`config.mk`:
```
export PLATFORM = sky130hd
export DESIGN_NAME = fp32_order_cmp
export DESIGN_NICKNAME = d
export VERILOG_FILES = /design/src/rtl/fp32_order_cmp.sv
export SDC_FILE = /design/constraint.sdc
export NUM_CORES = 1
export LEC_CHECK = 0
export BUFFER_PORTS_ARGS = -buffer_cell sky130_fd_sc_hd__clkbuf_2
export CORE_ASPECT_RATIO = 0.6
export CORE_MARGIN = 5
export CORE_UTILIZATION = 40
export CTS_BUF_LIST = sky130_fd_sc_hd__clkbuf_16
export DETAILED_ROUTE_END_ITERATION = 10
export GPL_ROUTABILITY_DRIVEN = 0
export PLACE_DENSITY_LB_ADDON = 0.1
export SLEW_MARGIN = 20
export SYNTH_ARGS = -nofsm -noshare
export SYNTH_HDL_FRONTEND = slang
export SYNTH_SLANG_ARGS = --single-unit
```
`constraint.sdc`:
```
create_clock -name clk -period 2.4 [get_ports clk]
set_input_delay 0.24 -clock clk [delete_from_list [all_inputs] [get_ports clk]]
set_output_delay 0.24 -clock clk [all_outputs]
set_load 0.03 [all_outputs]
```
`src/rtl/fp32_order_cmp.sv`:
```
module fp32_order_cmp #(
  parameter int W    = 32,
  parameter int EW   = 8,
  parameter int BIAS = 127
) (
  input  logic          clk,
  input  logic          rst_n,
  input  logic          in_valid,
  input  logic [W-1:0]  a_i,
  input  logic [W-1:0]  b_i,
  output logic          out_valid,
  output logic          lt_o,
  output logic          eq_o,
  output logic          gt_o,
  output logic          unord_o,
  output logic          dbg_a_sign,
  output logic [EW:0]   dbg_a_exp,
  output logic [W-EW-1:0] dbg_a_sig,
  output logic          dbg_b_sign,
  output logic [EW:0]   dbg_b_exp,
  output logic [W-EW-1:0] dbg_b_sig
);
  localparam int FW = W - EW - 1;
  localparam logic [EW-1:0] EMAX = '1;

  logic [W-2:0] mag_a, mag_b;
  logic         sa, sb, nan_a, nan_b, both_zero, mag_lt, mag_eq;
  logic         c_lt, c_eq, c_gt, c_un;

  assign sa    = a_i[W-1];
  assign sb    = b_i[W-1];
  assign mag_a = a_i[W-2:0];
  assign mag_b = b_i[W-2:0];
  assign nan_a = (a_i[W-2:FW] == EMAX) && (a_i[FW-1:0] != '0);
  assign nan_b = (b_i[W-2:FW] == EMAX) && (b_i[FW-1:0] != '0);
  assign both_zero = (mag_a == '0) && (mag_b == '0);

  assign mag_lt = mag_a < mag_b;
  assign mag_eq = mag_a == mag_b;

  always_comb begin
    c_un = nan_a | nan_b;
    c_lt = 1'b0;
    c_eq = 1'b0;
    c_gt = 1'b0;
    if (!c_un) begin
      if (both_zero)      c_eq = 1'b1;
      else if (sa != sb) begin
        c_lt = sa;
        c_gt = sb;
      end else if (mag_eq) c_eq = 1'b1;
      else begin
        c_lt = mag_lt ^ sa;
        c_gt = ~(mag_lt ^ sa);
      end
    end
  end

  always_ff @(posedge clk) begin
    if (!rst_n) begin
      out_valid <= 1'b0;
      {lt_o, eq_o, gt_o, unord_o} <= '0;
      {dbg_a_sign, dbg_a_exp, dbg_a_sig} <= '0;
      {dbg_b_sign, dbg_b_exp, dbg_b_sig} <= '0;
    end else begin
      out_valid <= in_valid;
      {lt_o, eq_o, gt_o, unord_o} <= {c_lt, c_eq, c_gt, c_un};
      dbg_a_sign <= sa;
      dbg_b_sign <= sb;
      dbg_a_exp  <= {1'b0, a_i[W-2:FW]} - (EW+1)'(BIAS);
      dbg_b_exp  <= {1'b0, b_i[W-2:FW]} - (EW+1)'(BIAS);
      dbg_a_sig  <= {a_i[W-2:FW] != '0, a_i[FW-1:0]};
      dbg_b_sig  <= {b_i[W-2:FW] != '0, b_i[FW-1:0]};
    end
  end
endmodule

```
### After elaboration in Yosys (flattened, before gate mapping)

Index checks and enable logic that the tools add are counted.

* flip-flop bits (word level): 73
* bits of input ports: 67
* output and inout port bits: 73
* word-level logic and storage cells: 40

* $add $sub $neg: 2
* order comparisons: 1
* eq/ne operators: 4
* mux-type cells: 7
* bitwise logic cells: 4
* reduce and logical (&&, ||, !) cells: 11

Operator list (count)
* 31-bit logical NOT: 2
* 23-bit nonzero test: 2
* 31-bit == test: 1
* 31-bit less-than comparator: 1
* 8-bit by 7-bit subtractor with 9-bit output, second input constant: 2
* 8-bit == test, second input constant: 2
* 8-bit nonzero test: 2
* 1-bit 2-to-1 mux: 7
* 1-bit logical AND: 3
* 3-bit OR reduction: 1
* 1-bit NOT: 2
* 2-bit OR reduction: 1
* 1-bit != test: 1
* 1-bit bitwise OR: 1
* 1-bit XOR: 1

### Longest topological paths before layout

* depth after elaboration: 5
* mapped depth: 8
* depth with buffers taken out: 8

### Least setup slack after synthesis

Ideal clock, no wire load.

* path type: input port to flip-flop
* start point: in b_i[30]
* end point: reg gt_o
* data arrival time: 1.622 ns
* setup slack: 0.651 ns
* cell stages on the path: 8
* path buffers: 0
* path through: inv_1 -> ha_1 -> nand4_1 -> nor4b_1 -> and2_1 -> o22ai_1 -> nor3_1 -> o32ai_1

* word-level cells in the longest chain between the ends: 5
* elaborated cells between the ends (all ways): 12
* classes of those cells: 1 x order compare; 2 x eq/ne; 2 x mux; 3 x bitwise; 4 x reduce/logical

RTL lines
* start: declaration: line 10 `input logic [W-1:0] b_i,`
* 31-bit less-than comparator: line 38 `assign mag_lt = mag_a < mag_b;`
* 1-bit XOR: line 54 `c_gt = ~(mag_lt ^ sa);`
* 1-bit NOT: line 54
* 1-bit 2-to-1 mux: line 51 `end else if (mag_eq) c_eq = 1'b1;`
* 1-bit 2-to-1 mux: line 48 `else if (sa != sb) begin`
* end signal: assignment: line 67 `{lt_o, eq_o, gt_o, unord_o} <= {c_lt, c_eq, c_gt, c_un};`
* end: declaration: line 14 `output logic gt_o,`

Several ways; a longest one is shown, not always the timed one.
A chain may end at the register's enable or synchronous reset.

### Worst setup path after layout

* start point: in b_i[13]
* end point: reg lt_o

* word-level cells in the longest chain between the ends: 4
* elaborated cells between the ends (all ways): 11
* classes of those cells: 1 x order compare; 1 x eq/ne; 2 x mux; 2 x bitwise; 5 x reduce/logical

RTL lines
* 31-bit less-than comparator / 23-bit nonzero test (equally long branches): line 38, 35
* 1-bit XOR / 1-bit logical AND (equally long branches): line 53, 35
* 1-bit 2-to-1 mux / 1-bit bitwise OR (equally long branches): line 51, 42
* 1-bit 2-to-1 mux / 3-bit OR reduction (equally long branches)
* end signal: assignment: line 67
* end: declaration: line 12 `output logic lt_o,`

Several ways; a longest one is shown, not always the timed one.

==> impl_metrics.yaml <==
yosys:
  synth_edf_count: 0
  synthCells: 349
  ys_ff_latch: 73
  synth.distinct_cells: 37
  synth_area_per_cell_um2: 9.060
  synth_top_cell_area_share: 0.4622
  synth_flop_cell: "dfxtp_1"
  ys_seq_area_frac: 0.4622
  synth_common_cells: "dfxtp_1, nor2_1, inv_1"
  yosysMostFrequentCell: "dfxtp_1"
  synth.net_count: 451
  synth_top_area_cell: "dfxtp_1"
  netlist_area_um2: 3162
  synth_warnings: 0
  synth.area.top_cells: "dfxtp_1, ha_1, nor2_1"
  synthArstFlopShare: 0
floorplan:
  initial_core_util: 0.4059
  core_um2: 7789
  die_x_um: 124.8
  dieArea_um2: 9841
  die_h_um: 78.87
  pin_count: 140
  rows: 25
cells_and_area:
  drive_gt1_frac: 0.3333
  multi_input_area_um2: 1528
  areaGrowthSynthToFinish_pct: 37.32
  diodes: 0
  nets: 599
  fillCellCount: 749
  seq_area_um2: 1461
critical_path:
  critical-path-top-delay-family: "simple AND/OR/NAND/NOR gates"
  worstPathArrival_ns: 2.16
  cp_cell_sequence: "clkbuf_2 > inv_1 > ha_1 > nand4_1 > nor4_1 > and2_1 > o22ai_1 > nor3_1 > o32ai_1"
  crit_type: "input pin to flip-flop"
  cp-end-kind: "flip-flop"
  worst-path-buf-inv: 2
  cp_slowest_cell: "nor4_1"
  cp-start-kind: "input pin"
  crit_fanout: 4
  required_ns: 2.61
  critPathMaxStageDelay_ns: 0.60
sta:
  rsz0062_at_grt: "false"
  fin_crit_sh: 0.8141
  fmax_ghz: 0.5118
  setup_tns_ns: 0
  hold_slack_ns: 0.1309
  setup_viol: 0
  max_slew_margin: 0.5898
  hold_viol_final: 0
  maxSlewViolCount: 0
  post-route-min-period_ns: 1.954
  tightest_slew_ns: 0.6097
clock_network:
  clkSinkCount: 73
  cts_setup_buffers: 0
  cts_buffers: 9
  ctsLongestPathBuffers: 2
  clk_root_buffer_cell: "clkbuf_16"
  path_clk_slew_ns: 0.05
  cts_tree: "built"
  htreeDepth: 3
  cts_hold_buf: 0
  postCtsResizedCells: 0
power_and_ir_drop:
  ir_worst_vdd_uv: 433.6
  p_leak_nw: 2.205
  powerDensity_nw_per_um2: 767.3
global_routing:
  grt_overflow: 0
  grt_pass1_wl_um: 15170
  grt_max_degree: 30
  grt_use_total: 0.1962
  grt_antenna_before_repair: 0
  grt_pass1_vias: 2918
detailed_routing:
  first_pass_iters: 4
  totalWireLength_um: 9466
  viasPerCell: 4.833
  drc: 0
  vias: 2943
  wl_per_cell_um: 15.54
  ant_nets: 0
  drt_iter0_markers: 178
hold_path:
  worstHoldPathType: "input pin to flip-flop"
placed_design:
  io_buffers: 139
  dpl.hpwl_um: 7854
outcome:
  status: "complete, no violations"
run:
  drv_cap: 0
==> cells by family (layout without fill, tap and decap cells) <==
group	Yosys count	count (layout)	share of synthesized area
AO/OA/AOI/OAI	40	40	0.07994
XOR/XNOR	9	9	0.02493
adder cells (fa/ha/maj)	35	35	0.1385
buffers and inverters	44	196	0.05461
flip-flops	73	73	0.4622
AND/OR/NAND/NOR	148	148	0.2398
==> cell type report <==
type	instances	area share
multi-input combinational	232	0.3519
sequential	73	0.3366
timing repair buffer	144	0.1718
clock buffer	9	0.05187
inverter	37	0.03199
tap	108	0.03112
clock inverter	6	0.02478
==> final timing paths <==
path | end | cells after the start | start | slack (ns)
hold / removal | out_valid | 2 | in_valid | 0.13
setup / recovery | lt_o | 9 | b_i[13] | 0.45
==> stage by stage <==
step / util / worst slack (ns) / instance area [µm²] / std cells / power [mW]
floorplan: - / 0.6510 / 3162 / 349 / 1.648
global placement: 0.5147 / 0.2924 / 4009 / 594 / 1.863
finish: 0.5574 / 0.4461 / 4342 / 609 / 3.331
detailed placement: 0.5147 / 0.1538 / 4009 / 594 / 1.869
CTS: 0.5574 / 0.4789 / 4342 / 609 / 3.380
global route: 0.5574 / 0.3291 / 4342 / 609 / 3.483
==> power breakdown <==
part | switching (mW) | leakage, nW | internal [mW] | total (mW)
Combinational | 0.357 | 1.43 | 0.186 | 0.543
Sequential | 0.0203 | 0.608 | 1.28 | 1.30
Clock | 0.482 | 0.163 | 1.00 | 1.49
Total | 0.859 | 2.20 | 2.47 | 3.33
==> routing by layer <==
metal	global-route usage	share of wire	vias to the layer above	routed length (µm)
met1	0.2901	0.53	1315	5060
li1	-	-	1500	-
met5	0	0	-	0
met2	0.2640	0.37	118	3506
met3	0.07056	0.083	10	781
met4	0.05470	0.012	0	118
==> cells in the final DEF, fill, tap and decap left out, types with 3 or more instances in the layout <==
cell         n
a21oi_1     17
xnor2_1      6
nor3_1       8
dfxtp_1     73
xor2_1       3
bufinv_16    3
o21ai_1      4
nand2_1     15
nand4_1     11
nor4_1      12
and2_1      26
inv_1       36
clkbuf_2   139
nor2_1      49
o21ai_0      5
nand3_1     10
buf_4        4
a221oi_1     3
or3_1        5
ha_1        35
clkbuf_16    9
==> sequential cells by signal, indices dropped and copies added (netlist names) <==
signal / cells
lt_o: 1
dbg_a_sign: 1
dbg_a_exp: 9
dbg_b_sign: 1
eq_o: 1
unord_o: 1
dbg_b_sig: 24
dbg_b_exp: 9
dbg_a_sig: 24
gt_o: 1
out_valid: 1
No activity file was read; power rests on OpenSTA's default activity.
